--- config.mk ---
export PLATFORM = sky130hd
export DESIGN_NAME = slot_sequencer
export DESIGN_NICKNAME = d
export VERILOG_FILES = /design/src/rtl/iseq_pkg.sv /design/src/rtl/iseq_phase_ctr.sv /design/src/rtl/iseq_strobe_dec.sv /design/src/rtl/iseq_delay.sv /design/src/rtl/iseq_sample_pack.sv /design/src/rtl/slot_sequencer.sv
export SDC_FILE = /design/constraint.sdc
export NUM_CORES = 1
export LEC_CHECK = 0
export BUFFER_PORTS_ARGS = -buffer_cell sky130_fd_sc_hd__clkbuf_2
export CORE_UTILIZATION = 40
export DETAILED_ROUTE_END_ITERATION = 10
export PLACE_DENSITY = 0.76
export SETUP_SLACK_MARGIN = 0.2
export SYNTH_ARGS = -nofsm -noshare
export SYNTH_HDL_FRONTEND = slang
export SYNTH_HIERARCHICAL = 1
export SYNTH_SLANG_ARGS = --single-unit
export TNS_END_PERCENT = 50
--- constraint.sdc ---
create_clock -name clk -period 1.5 [get_ports clk]
set_clock_uncertainty 0.2 [all_clocks]
set_input_delay 0.075 -clock clk [delete_from_list [all_inputs] [get_ports clk]]
set_output_delay 0.075 -clock clk [all_outputs]
set_load 0.02 [all_outputs]
--- src/rtl/iseq_pkg.sv ---
package iseq_pkg;
  localparam int NSLOT   = 4;
  localparam int IDW     = $clog2(NSLOT);
  localparam int RNG_W   = 2;
  localparam int MANT_W  = 6;
  localparam int TIME_W  = 4;
  localparam int SAMP_W  = IDW + RNG_W + MANT_W + TIME_W;

  typedef enum logic [IDW-1:0] {
    ST_INTEG  = 2'd0,
    ST_SELECT = 2'd1,
    ST_DIGIT  = 2'd2,
    ST_CLEAR  = 2'd3
  } step_e;

  // cycles from range decision to mantissa, and pipeline fill after restart
  localparam int RNG_LAT = int'(ST_DIGIT) - int'(ST_SELECT);
  localparam int FILL    = int'(ST_DIGIT);

  typedef struct packed {
    logic [IDW-1:0]    id;
    logic [RNG_W-1:0]  rng;
    logic [MANT_W-1:0] mant;
    logic [TIME_W-1:0] tcode;
  } samp_t;
endpackage

--- src/rtl/iseq_phase_ctr.sv ---
module iseq_phase_ctr
  import iseq_pkg::*;
(
  input  logic           clk,
  input  logic           rst_n,
  input  logic           realign,
  output logic [IDW-1:0] cnt,
  output logic           filled
);
  localparam int HW = $clog2(FILL + 1);

  logic [IDW-1:0] cnt_q, cnt_d;
  logic [HW-1:0]  hold_q, hold_d;
  logic           hold_en;

  always_comb begin
    cnt_d   = realign ? '0 : cnt_q + 1'b1;
    hold_en = realign || (hold_q != '0);
    hold_d  = realign ? HW'(FILL) : hold_q - 1'b1;
  end

  always_ff @(posedge clk or negedge rst_n) begin
    if (!rst_n) begin
      cnt_q  <= '0;
      hold_q <= HW'(FILL);
    end else begin
      cnt_q <= cnt_d;
      if (hold_en) hold_q <= hold_d;
    end
  end

  assign cnt    = cnt_q;
  assign filled = (hold_q == '0);

  p_fill_bound_r9: assert property (@(posedge clk) disable iff (!rst_n)
    realign |=> !filled);
endmodule

--- src/rtl/iseq_strobe_dec.sv ---
module iseq_strobe_dec
  import iseq_pkg::*;
(
  input  logic [IDW-1:0]   cnt,
  output logic [NSLOT-1:0] integ,
  output logic [NSLOT-1:0] sel,
  output logic [NSLOT-1:0] dig,
  output logic [NSLOT-1:0] clr
);
  for (genvar k = 0; k < NSLOT; k++) begin : g_slot
    logic [IDW-1:0] step;
    assign step     = cnt - IDW'(k);
    assign integ[k] = (step == ST_INTEG);
    assign sel[k]   = (step == ST_SELECT);
    assign dig[k]   = (step == ST_DIGIT);
    assign clr[k]   = (step == ST_CLEAR);
  end
endmodule

--- src/rtl/iseq_delay.sv ---
module iseq_delay #(
  parameter int W     = 2,
  parameter int DEPTH = 1
) (
  input  logic         clk,
  input  logic         rst_n,
  input  logic [W-1:0] din,
  output logic [W-1:0] dout
);
  if (DEPTH == 0) begin : g_wire
    assign dout = din;
  end else begin : g_regs
    logic [W-1:0] stage_q [DEPTH];
    for (genvar i = 0; i < DEPTH; i++) begin : g_stage
      logic [W-1:0] stage_d;
      if (i == 0) begin : g_first
        assign stage_d = din;
      end else begin : g_next
        assign stage_d = stage_q[i-1];
      end
      always_ff @(posedge clk or negedge rst_n) begin
        if (!rst_n) stage_q[i] <= '0;
        else        stage_q[i] <= stage_d;
      end
    end
    assign dout = stage_q[DEPTH-1];
  end
endmodule

--- src/rtl/iseq_sample_pack.sv ---
module iseq_sample_pack
  import iseq_pkg::*;
(
  input  logic              clk,
  input  logic              rst_n,
  input  logic              realign,
  input  logic              filled,
  input  logic [IDW-1:0]    dig_id,
  input  logic [RNG_W-1:0]  rng,
  input  logic [MANT_W-1:0] mant,
  output samp_t             samp,
  output logic              vld
);
  samp_t samp_q, samp_d;
  logic  vld_q, vld_d;

  always_comb begin
    samp_d.id    = dig_id;
    samp_d.rng   = rng;
    samp_d.mant  = mant;
    samp_d.tcode = '0;
    vld_d        = filled && !realign;
  end

  always_ff @(posedge clk or negedge rst_n) begin
    if (!rst_n) begin
      samp_q <= '0;
      vld_q  <= 1'b0;
    end else begin
      samp_q <= samp_d;
      vld_q  <= vld_d;
    end
  end

  assign samp = samp_q;
  assign vld  = vld_q;

  // consecutive valid samples come from consecutive slots
  p_id_step_r5: assert property (@(posedge clk) disable iff (!rst_n)
    (vld_q && !realign) |=> (samp_q.id == $past(samp_q.id) + 1'b1));
endmodule

--- src/rtl/slot_sequencer.sv ---
module slot_sequencer
  import iseq_pkg::*;
(
  input  logic                clk,
  input  logic                rst_n,
  input  logic                realign,
  input  logic [RNG_W-1:0]    range_in,
  input  logic [MANT_W-1:0]   mant_in,
  output logic [NSLOT-1:0]    integ_stb,
  output logic [NSLOT-1:0]    sel_stb,
  output logic [NSLOT-1:0]    dig_stb,
  output logic [NSLOT-1:0]    clr_stb,
  output logic [SAMP_W-1:0]   samp_out,
  output logic                samp_vld
);
  logic [IDW-1:0]   cnt;
  logic             filled;
  logic [RNG_W-1:0] rng_d;
  logic [IDW-1:0]   dig_id;
  samp_t            samp;

  iseq_phase_ctr u_ctr (
    .clk(clk), .rst_n(rst_n), .realign(realign), .cnt(cnt), .filled(filled)
  );

  iseq_strobe_dec u_dec (
    .cnt(cnt), .integ(integ_stb), .sel(sel_stb), .dig(dig_stb), .clr(clr_stb)
  );

  iseq_delay #(.W(RNG_W), .DEPTH(RNG_LAT)) u_rng_dly (
    .clk(clk), .rst_n(rst_n), .din(range_in), .dout(rng_d)
  );

  assign dig_id = cnt - IDW'(ST_DIGIT);

  iseq_sample_pack u_pack (
    .clk(clk), .rst_n(rst_n), .realign(realign), .filled(filled),
    .dig_id(dig_id), .rng(rng_d), .mant(mant_in), .samp(samp), .vld(samp_vld)
  );

  assign samp_out = samp;

  p_strobe_onehot_r2: assert property (@(posedge clk) disable iff (!rst_n)
    ($countones(integ_stb) == 1) && ($countones(sel_stb) == 1) &&
    ($countones(dig_stb) == 1) && ($countones(clr_stb) == 1));

  p_slot_exclusive_r2: assert property (@(posedge clk) disable iff (!rst_n)
    $countones(integ_stb | sel_stb | dig_stb | clr_stb) == NSLOT);

  p_rotate_r3: assert property (@(posedge clk) disable iff (!rst_n)
    !realign |=> integ_stb == {$past(integ_stb[NSLOT-2:0]), $past(integ_stb[NSLOT-1])});

  p_step_order_r4: assert property (@(posedge clk) disable iff (!rst_n)
    !realign |=> (sel_stb == $past(integ_stb)) && (dig_stb == $past(sel_stb)) &&
                 (clr_stb == $past(dig_stb)));

  p_restart_a_r8: assert property (@(posedge clk) disable iff (!rst_n)
    realign |=> integ_stb == NSLOT'(1));

  p_quiet_after_restart_r9: assert property (@(posedge clk) disable iff (!rst_n)
    realign |=> !samp_vld);
endmodule

==> Flow_metrics.wiki, run 1 <==
{| class="wikitable"
! Metric !! Value
|-
| Last weighted congestion value of the routability-driven placer || 0.575
|-
| Post-synth design cell area || 663 µm²
|-
| Wire length of the first global-routing pass || 1.69 mm
|-
| Crit Path Category || register to output pin
|-
| Most common cell after layout, fill and taps aside || sky130_fd_sc_hd__clkbuf_2
|-
| Unrepaired setup endpoints after global routing || yes
|-
| Largest voltage drop on the vdd net || 724 µV
|-
| Die Outline Area || 0.00182 mm²
|-
| Count of TritonRoute iterations in the first routing pass || 3
|-
| Slowest cell delay on critical path || 0.46 ns
|-
| Run status || finished clean
|-
| Count of inserted antenna diode cells || 0
|-
| Pin count of the biggest net entering global routing || 18
|-
| Average detailed-routed wire length per instance || 10.4 µm
|-
| Worst-path cell chain || and2b_2 -> buf_4
|-
| Overall die height || 42.7 µm
|-
| Setup TNS Final || 0 ns
|-
| Final Hold Slack || 0.0526 ns
|-
| Layout net count || 104
|-
| Final setup violation count || 0
|-
| Antenna-violating nets left || 0
|-
| Leading area contributor after synthesis || sky130_fd_sc_hd__dfrtp_1
|-
| Portion of the post-synthesis area used by sequential elements || 64.3%
|-
| Yosys synthesis warning count || 6
|-
| # IOs || 42
|-
| Category of the worst setup path launch point || register
|-
| All-layer global routing usage || 13.3%
|-
| Commonest cells after routing, fill and taps aside || 30 x sky130_fd_sc_hd__clkbuf_2, 15 x sky130_fd_sc_hd__dfrtp_1, 10 x sky130_fd_sc_hd__dlygate4sd3_1
|-
| Antenna violations before repair || 0
|-
| CTS Root Buffer Type || sky130_fd_sc_hd__clkbuf_4
|-
| Synthesized netlist cell count || 51
|-
| Time the worst path needs with I/O delays and setup || 1.40 ns
|-
| Distinct cell type count after synthesis || 15
|-
| Die span in x || 42.7 µm
|-
| Count of endpoints failing hold in the final timing report || 0
|-
| Clock latency on the worst-skew pair || 0.28 ns
|-
| Total congestion overflow || 0
|-
| Growth of design area from synthesis to finish || 39.2%
|-
| Clock-pin slew on the worst setup and hold paths || 0.10 ns
|-
| Synthesized area divided by synthesized cell count || 13.0 µm²
|-
| Residual DRC count || 0
|-
| Type of destination of the critical path || output pin
|-
| Static Leak || 0.507 nW
|-
| Post-route clock period utilization || 93.6%
|-
| Crit-path max FO || 6
|-
| Required time worst endpoint || 1.22 ns
|-
| Initial standard-cell utilization of the core || 43.5%
|-
| Total power divided by cell area || 1200 mW/mm²
|-
| Synth top area share || 60.4%
|-
| Row count || 14
|-
| Max-cap violations || 0
|-
| Longest Clk Path Bufs || 2
|-
| Number of port buffers || 37
|-
| Fraction of layout instances using a drive strength above 1 || 54.9%
|-
| Vias in the first global route || 401
|-
| TritonCTS clock tree || yes
|-
| Max frequency || 712 MHz
|-
| Clock sink count || 17
|-
| Detailed placement HPWL || 670 µm
|-
| Number of buffers inserted during clock tree synthesis || 3
|-
| Worst endpoint data arrival time || 1.13 ns
|-
| Class of the most critical hold timing path || primary input to asynchronous set/reset pin
|-
| CORE AREA || 0.00152 mm²
|-
| Number of DRC violations after detailed-routing iteration 0 || 6
|-
| Via Count || 430
|-
| Post-Route WL || 1.11 mm
|-
| CP max-delay cell || sky130_fd_sc_hd__dfrtp_2
|-
| H-Tree Depth || 1
|-
| Number of synthesized register bits || 17
|-
| Largest cells by area after synthesis || sky130_fd_sc_hd__dfrtp_1 60%, sky130_fd_sc_hd__buf_4 18%, sky130_fd_sc_hd__dfstp_2 4.0%, sky130_fd_sc_hd__nor2_1 2.3%, sky130_fd_sc_hd__nor2b_4 2.1%
|-
| Routed vias/inst || 4.02
|-
| Slew Viols, Final || 0
|}
-- worst paths after layout --
kind | startpoint | endpoint | slack [ns] | depth (start not counted)
max reg2reg | u_ctr/hold_q[1]$_DFFE_PN1P_ | u_ctr/hold_q[1]$_DFFE_PN1P_ | 0.14 | 4
min reg2reg | u_rng_dly/dout[0]$_DFF_PN0_ | u_pack/samp[10]$_DFF_PN0_ | 0.16 | 0
min | rst_n | u_ctr/hold_q[0]$_DFFE_PN0P_ | 0.05 | 2
max in group asynchronous | rst_n | u_ctr/hold_q[1]$_DFFE_PN1P_ | 0.73 | 2
max | u_ctr/cnt[0]$_DFF_PN0_ | integ_stb[1] | 0.1 | 2
min in group clk | u_rng_dly/dout[0]$_DFF_PN0_ | u_pack/samp[10]$_DFF_PN0_ | 0.16 | 0
-- kinds of logic after synthesis --
logic type,share of synthesized area (%)
and+or+nand+nor,9.62
AOI/OAI and AO/OA,1.13
DFF,64.3
adders and majority gates,1.89
buffers and inverters,19.8
xor gates and xnor gates,2.64
other,0.565
-- report_power, final --
group / switching, W / internal (W) / leakage, nW
registers: 0.0000258 / 0.000517 / 0.200
clock network: 0.000136 / 0.0000989 / 0.0177
logic: 0.000181 / 0.000147 / 0.290
total: 0.000343 / 0.000764 / 0.507
-- worst max-delay path, delay by kind of cell (launching register included) --
| kind | cells | cell delay, ns |
|---|---|---|
| AND/OR/NAND/NOR | 1 | 0.23 |
| flip-flops | 1 | 0.46 |
| buffers and inverters | 1 | 0.16 |
-- Yosys cell counts --
master	count
sky130_fd_sc_hd__dfrtp_1	16
sky130_fd_sc_hd__ha_1	1
sky130_fd_sc_hd__nand2b_1	2
sky130_fd_sc_hd__nor2b_4	1
sky130_fd_sc_hd__xor2_1	1
sky130_fd_sc_hd__xnor2_1	1
sky130_fd_sc_hd__and2_2	1
sky130_fd_sc_hd__dfstp_2	1
sky130_fd_sc_hd__a21o_1	1
sky130_fd_sc_hd__nor2b_1	1
sky130_fd_sc_hd__nor2_1	4
sky130_fd_sc_hd__inv_1	3
sky130_fd_sc_hd__conb_1	1
sky130_fd_sc_hd__buf_4	16
sky130_fd_sc_hd__and2b_2	1
-- state kept, by name, summed over array words and instances (netlist names) --
signal          flops
u_ctr/cnt           2
u_ctr/hold_q        2
u_pack/samp        10
u_pack/vld          1
u_rng_dly/dout      2
-- metrics by stage --
step / power (W) / cell area, µm² / instances / setup slack [ns] / utilization [%]
finish: 0.00111 / 923 / 107 / 0.0965 / 60.6
global route: 0.00118 / 923 / 107 / 0.0314 / 60.6
CTS: 0.00111 / 916 / 107 / 0.0915 / 60.1
detailed placement: 0.000843 / 762 / 91 / 0.151 / 50.0
global placement: 0.000831 / 762 / 91 / 0.172 / 50.0
floorplan: 0.000796 / 677 / 54 / 0.178 / -
-- layer usage --
metal,up-vias,part of all wire [%],GRT usage [%]
met5,-,0,0
met4,0,0,5.63
met1,202,37,12.8
met2,16,58,23.3
met3,0,4.9,6.81
li1,212,-,-
-- layout make-up --
type	count	area [µm²]
fillers	122	601
flip-flops and latches	17	428
repair buffers	49	315
multi-input cells	18	121
clock buffers	3	22.5
well taps	16	20.0
inverters	3	11.3
clock inverters	1	5.00
-- timing repair --
action | 4_1_cts | 5_1_grt
setup buffers | 2 | 0
hold endpoints to repair | 30 | 0
gates resized for setup | 5 | 8
pin swaps | 0 | 0
endpoints found under the setup margin | 18 | 18
hold buffers | 10 | 0
No activity file was read; power rests on OpenSTA's default activity.
==> run 2, diff against run 1 <==
Settings changed: ABC_AREA from default to 1.
==> run 2 against run 1 <==
  * Maximum frequency is 0.58% lower
  * Non-clock buffer count is 1 higher
  * Synthesized cell count is 20% higher
  * Clock power is 3% higher
  * Cell area is 7.0% higher
  * Setup slack worse by 0.0081 ns
  * Cell count is 10% higher
  * Routed wire length is 28% higher
  * Utilization is 4.3 points higher
  * Worst hold slack worse by 0.022 ns
  * First-iteration DRC count stayed put
  * Critical path type unchanged
  * Critical endpoint is now sel_stb[3]
  * Largest cell class unchanged
==> Flow_metrics.wiki, run 2 <==
{| class="wikitable"
! Metric !! Value
|-
| All-layer global routing usage || 15.2%
|-
| Post-synth top cells || 16 x sky130_fd_sc_hd__buf_4, 16 x sky130_fd_sc_hd__dfrtp_1, 9 x sky130_fd_sc_hd__inv_1, 6 x sky130_fd_sc_hd__nand2_1, 6 x sky130_fd_sc_hd__nor2_1
|-
| CP max-delay cell || sky130_fd_sc_hd__dfrtp_2
|-
| Commonest cells after routing, fill and taps aside || 24 x sky130_fd_sc_hd__clkbuf_2, 14 x sky130_fd_sc_hd__dfrtp_1, 12 x sky130_fd_sc_hd__buf_4
|-
| Slew Viols, Final || 0
|-
| Number of port buffers || 37
|-
| Distinct cell type count after synthesis || 11
|-
| Routed vias/inst || 4.31
|-
| Residual DRC count || 0
|-
| Number of flip-flops under the largest register name || 10
|-
| Max-cap violations || 0
|-
| Max frequency || 708 MHz
|-
| Count of TritonRoute iterations in the first routing pass || 4
|-
| Post-synth design cell area || 667 µm²
|-
| Fraction of layout instances using a drive strength above 1 || 53.9%
|-
| Synthesized netlist cell count || 61
|-
| Die span in x || 42.8 µm
|-
| Final Hold Slack || 0.0308 ns
|-
| Run status || finished clean
|-
| Total power divided by cell area || 1130 mW/mm²
|-
| Wire length of the first global-routing pass || 1.97 mm
|-
| Crit Path Category || register to output pin
|-
| Static Leak || 0.545 nW
|-
| Initial standard-cell utilization of the core || 43.8%
|-
| Largest voltage drop on the vdd net || 566 µV
|-
| Setup TNS Final || 0 ns
|-
| CORE AREA || 0.00152 mm²
|-
| Longest Clk Path Bufs || 2
|-
| CTS Root Buffer Type || sky130_fd_sc_hd__clkbuf_4
|-
| Number of DRC violations after detailed-routing iteration 0 || 6
|-
| Last weighted congestion value of the routability-driven placer || 0.626
|-
| Growth of design area from synthesis to finish || 48.2%
|-
| Antenna violations before repair || 0
|-
| Number of buffers inserted during clock tree synthesis || 3
|-
| Layout net count || 115
|-
| Largest cells by area after synthesis || sky130_fd_sc_hd__dfrtp_1 60%, sky130_fd_sc_hd__buf_4 18%, sky130_fd_sc_hd__inv_1 5.1%, sky130_fd_sc_hd__dfstp_2 3.9%, sky130_fd_sc_hd__nand2_1 3.4%
|-
| Class of the most critical hold timing path || primary input to asynchronous set/reset pin
|-
| Synth Flop Type || sky130_fd_sc_hd__dfrtp_1
|-
| Most common cell after layout, fill and taps aside || sky130_fd_sc_hd__clkbuf_2
|-
| Worst endpoint data arrival time || 1.14 ns
|-
| Crit-path max FO || 5
|-
| Placed cells || 101
|-
| Final setup violation count || 0
|-
| Post-route clock period utilization || 94.1%
|-
| H-Tree Depth || 1
|-
| Count of endpoints failing hold in the final timing report || 0
|-
| Detailed placement HPWL || 811 µm
|-
| Yosys synthesis warning count || 6
|-
| Die Outline Area || 0.00183 mm²
|-
| Worst-path cell chain || nor2_4 -> clkbuf_2
|-
| Clock sink count || 17
|-
| Number of buffers and inverters on the critical path || 1
|-
| Required time worst endpoint || 1.22 ns
|-
| Synth top area share || 60.0%
|-
| # IOs || 42
|-
| Count of inserted antenna diode cells || 0
|-
| Overall die height || 42.8 µm
|-
| Portion of the post-synthesis area used by sequential elements || 64.0%
|-
| Row count || 14
|-
| Largest delay share family, worst path || flip-flops
|-
| Post-layout power || 0.00112 W
|-
| Finished layout cell area || 988 µm²
|-
| Synthesized area divided by synthesized cell count || 10.9 µm²
|-
| Clock latency on the worst-skew pair || 0.29 ns
|-
| Post-Route WL || 1.43 mm
|-
| Clock-pin slew on the worst setup and hold paths || 0.10 ns
|-
| Cell area after placement || 763 µm²
|-
| Category of the worst setup path launch point || register
|-
| Vias in the first global route || 469
|-
| Number of synthesized register bits || 17
|-
| Post-layout instance count excluding filler cells || 118
|-
| TritonCTS clock tree || yes
|-
| Type of destination of the critical path || output pin
|-
| Via Count || 509
|-
| Time the worst path needs with I/O delays and setup || 1.41 ns
|-
| Slowest cell delay on critical path || 0.49 ns
|-
| Total congestion overflow || 0
|-
| Leading area contributor after synthesis || sky130_fd_sc_hd__dfrtp_1
|-
| EDFF count, synth || 0
|-
| Share of synthesized registers carrying an async set or reset || 100%
|-
| Average detailed-routed wire length per instance || 12.1 µm
|-
| Antenna-violating nets left || 0
|-
| Pin count of the biggest net entering global routing || 18
|-
| Unrepaired setup endpoints after global routing || yes
|}
## run 2: path summary, 6_finish.rpt
kind | startpoint | endpoint | slack, ns | cells after the start
setup reg to reg | u_ctr/hold_q[1]$_DFFE_PN1P_ | u_ctr/hold_q[0]$_DFFE_PN0P_ | 0.23 | 5
max in group asynchronous | rst_n | u_ctr/hold_q[1]$_DFFE_PN1P_ | 0.75 | 2
setup / recovery | u_ctr/cnt[0]$_DFF_PN0_ | sel_stb[3] | 0.09 | 2
min in group clk | u_rng_dly/dout[0]$_DFF_PN0_ | u_pack/samp[10]$_DFF_PN0_ | 0.16 | 0
hold reg to reg | u_rng_dly/dout[0]$_DFF_PN0_ | u_pack/samp[10]$_DFF_PN0_ | 0.16 | 0
hold / removal | rst_n | u_pack/samp[12]$_DFF_PN0_ | 0.03 | 2
## run 2: cell type report
class	instances	area, µm²
Tap cell	16	20.0
Multi-Input combinational cell	21	116
Clock inverter	1	5.00
Sequential cell	17	429
Clock buffer	3	22.5
Inverter	10	37.5
Timing Repair Buffer	50	358
Fill cell	115	536
## run 2: timing repair
action	4_1_cts	5_1_grt
setup buffers	2	1
endpoints found under the setup margin	16	17
pin swaps	1	0
hold buffers	10	0
gates resized for setup	15	25
hold endpoints to repair	30	0
## run 2: where the power goes
| group | switching, W | internal, W | total [W] |
|---|---|---|---|
| combinational | 0.000197 | 0.000135 | 0.000332 |
| sequential | 0.0000283 | 0.000516 | 0.000544 |
| clock | 0.000144 | 0.0000992 | 0.000243 |
## run 2: kinds of logic (layout without fill, tap and decap cells)
| kind of cell | after synthesis | after routing | synth area share, % |
|---|---|---|---|
| DFF | 17 | 17 | 64.0 |
| other | 1 | 4 | 0.562 |
| adders and majority gates | 1 | 1 | 1.88 |
| buffers and inverters | 26 | 64 | 23.6 |
| and+or+nand+nor | 16 | 16 | 9.94 |
## run 2: per-stage QoR
| step | setup WS, ns | util [%] |
|---|---|---|
| final | 0.0884 | 64.9 |
| after global routing | 0.0612 | 64.9 |
| after CTS | 0.0928 | 62.2 |
| after detailed placement | 0.249 | 50.1 |
| after global placement | 0.289 | 50.1 |
| after floorplan | 0.152 | - |
## run 2: routing by layer
| metal | global-route usage, % | share of wire, % | routed length [µm] |
|---|---|---|---|
| met2 | 29.1 | 61 | 868 |
| met5 | 0 | 0 | 0 |
| met1 | 14.6 | 33 | 465 |
| met3 | 3.83 | 5.2 | 75 |
| met4 | 7.50 | 1.5 | 21 |
==> run 3, diff against run 2 <==
==> constraint.sdc (replaced) <==
create_clock -name clk -period 1.5 [get_ports clk]
set_clock_uncertainty 0.2 [all_clocks]
set_input_delay 0.225 -clock clk [delete_from_list [all_inputs] [get_ports clk]]
set_output_delay 0.225 -clock clk [all_outputs]
set_load 0.02 [all_outputs]
==> run 3 against run 2 <==
  * Total power rose by 2.1%
  * Critical endpoint is now dig_stb[2]
  * Critical path depth did not move
  * Sequential power barely moved
  * The run now ends with negative setup slack left
  * Cell area rose by 2.2%
  * Die area did not move
==> Flow_metrics.wiki, run 3 (synthesis gave the netlist of run 2 again) <==
{| class="wikitable"
! Metric !! Value
|-
| Routed vias/inst || 4.20
|-
| Overall die height || 42.8 µm
|-
| Max frequency || 656 MHz
|-
| Required time worst endpoint || 1.07 ns
|-
| CTS Root Buffer Type || sky130_fd_sc_hd__clkbuf_4
|-
| Detailed placement HPWL || 722 µm
|-
| Vias in the first global route || 426
|-
| Die span in x || 42.8 µm
|-
| Max-cap violations || 0
|-
| Min setup slack post-route || -0.0236 ns
|-
| Class of the most critical hold timing path || register to register
|-
| Crit-path max FO || 6
|-
| # IOs || 42
|-
| Post-route clock period utilization || 102%
|-
| Antenna-violating nets left || 0
|-
| Reg-to-reg startpoint || u_ctr/hold_q[1]$_DFFE_PN1P_
|-
| Slowest cell delay on critical path || 0.48 ns
|-
| Count of inserted antenna diode cells || 0
|-
| Category of the worst setup path launch point || register
|-
| Residual DRC count || 0
|-
| Total congestion overflow || 0
|-
| Wire length of the first global-routing pass || 1.83 mm
|-
| HP Start || u_rng_dly/dout[1]$_DFF_PN0_
|-
| Longest Clk Path Bufs || 2
|-
| Clock latency on the worst-skew pair || 0.27 ns
|-
| Layout net count || 114
|-
| Average detailed-routed wire length per instance || 9.91 µm
|-
| Time the worst path needs with I/O delays and setup || 1.52 ns
|-
| Row count || 14
|-
| Total power divided by cell area || 1130 mW/mm²
|-
| Number of buffers inserted during clock tree synthesis || 3
|-
| Number of DRC violations after detailed-routing iteration 0 || 3
|-
| Final Hold Slack || 0.155 ns
|-
| Via Count || 491
|-
| Post-layout power || 0.00114 W
|-
| Worst endpoint data arrival time || 1.10 ns
|-
| CORE AREA || 0.00152 mm²
|-
| TritonCTS clock tree || yes
|-
| Placed cells || 101
|-
| Count of TritonRoute iterations in the first routing pass || 4
|-
| Run status || finished, violations left
|-
| Violations in the final reports || negative setup slack
|-
| Pin count of the biggest net entering global routing || 18
|-
| CP max-delay cell || sky130_fd_sc_hd__dfrtp_2
|-
| H-Tree Depth || 1
|-
| Worst setup path startpoint || u_ctr/cnt[1]$_DFF_PN0_
|-
| Most common cell after layout, fill and taps aside || sky130_fd_sc_hd__clkbuf_2
|-
| Final setup violation count || 8
|-
| Die Outline Area || 0.00183 mm²
|-
| Last weighted congestion value of the routability-driven placer || 0.662
|-
| Worst-path cell chain || nor2_4 -> buf_4
|-
| Number of port buffers || 37
|-
| Type of destination of the critical path || output pin
|-
| Fraction of layout instances using a drive strength above 1 || 55.4%
|-
| Crit Path Category || register to output pin
|-
| Post-layout instance count excluding filler cells || 117
|-
| Share of the core filled with cells in the final layout || 66.3%
|-
| Slew Viols, Final || 0
|-
| Growth of design area from synthesis to finish || 51.4%
|-
| Unrepaired setup endpoints after global routing || yes
|-
| Largest voltage drop on the vdd net || 720 µV
|-
| Count of endpoints failing hold in the final timing report || 0
|-
| Clock-pin slew on the worst setup and hold paths || 0.09 ns
|-
| Clock sink count || 17
|-
| Initial standard-cell utilization of the core || 43.8%
|-
| Static Leak || 0.538 nW
|-
| Post-Route WL || 1.16 mm
|-
| Number of flip-flops under the largest register name || 10
|-
| Antenna violations before repair || 0
|-
| All-layer global routing usage || 13.9%
|-
| Fillers || 120
|-
| Commonest cells after routing, fill and taps aside || 21 x sky130_fd_sc_hd__clkbuf_2, 14 x sky130_fd_sc_hd__dfrtp_1, 10 x sky130_fd_sc_hd__dlygate4sd3_1
|}
run 3: path summary, 6_finish.rpt:
path                            slack [ns]                          end  cells past startpoint
worst min-delay path                  0.15    u_pack/samp[11]$_DFF_PN0_                      0
min in group asynchronous             0.20     u_pack/samp[5]$_DFF_PN0_                      2
worst max-delay path                 -0.02                   dig_stb[2]                      2
worst max register to register        0.25  u_ctr/hold_q[1]$_DFFE_PN1P_                      5
max in group asynchronous             0.58  u_ctr/hold_q[1]$_DFFE_PN1P_                      2
worst min register to register        0.15    u_pack/samp[11]$_DFF_PN0_                      0
run 3: critical path, delay by kind of cell, from the launching register on:
kind,cells,cell delay [ns]
flip-flops,1,0.48
buffers and inverters,1,0.16
AND/OR/NAND/NOR,1,0.18
run 3: report_power, final:
part           switching [W]  leakage (nW)  internal, W
Clock               0.000128        0.0150     0.000103
Combinational       0.000208         0.325     0.000160
Sequential         0.0000284         0.199     0.000516
run 3: layer usage:
metal  part of all wire (%)  up-vias  GRT usage [%]
met5                      0        -              0
met4                    3.3        0           8.13
met3                    5.9        4           4.26
met2                     55       25           23.0
met1                     36      225           15.6
li1                       -      237              -
run 3: repair_timing:
item / 4_1_cts / 5_1_grt
setup buffers: 2 / 0
hold endpoints to repair: 27 / 0
pin swaps: 0 / 1
hold buffers: 10 / 0
endpoints found under the setup margin: 16 / 18
gates resized for setup: 13 / 27
run 3: stage by stage:
step	setup TNS [ns]	instance area (µm²)	setup WS, ns
detailed placement	0	783	0.229
floorplan	0	698	0.147
finish	-0.140	1010	-0.0236
global placement	0	783	0.271
CTS	-0.262	965	-0.0335
global route	-1.11	1010	-0.0902
run 3: area by class of cell:
type,count,area [µm²],share of cell area [%]
clock buffer,4,26.3,2.60
tap,16,20.0,1.98
sequential,17,429,42.5
inverter,10,37.5,3.72
multi-input combinational,21,129,12.8
timing repair buffer,49,368,36.4
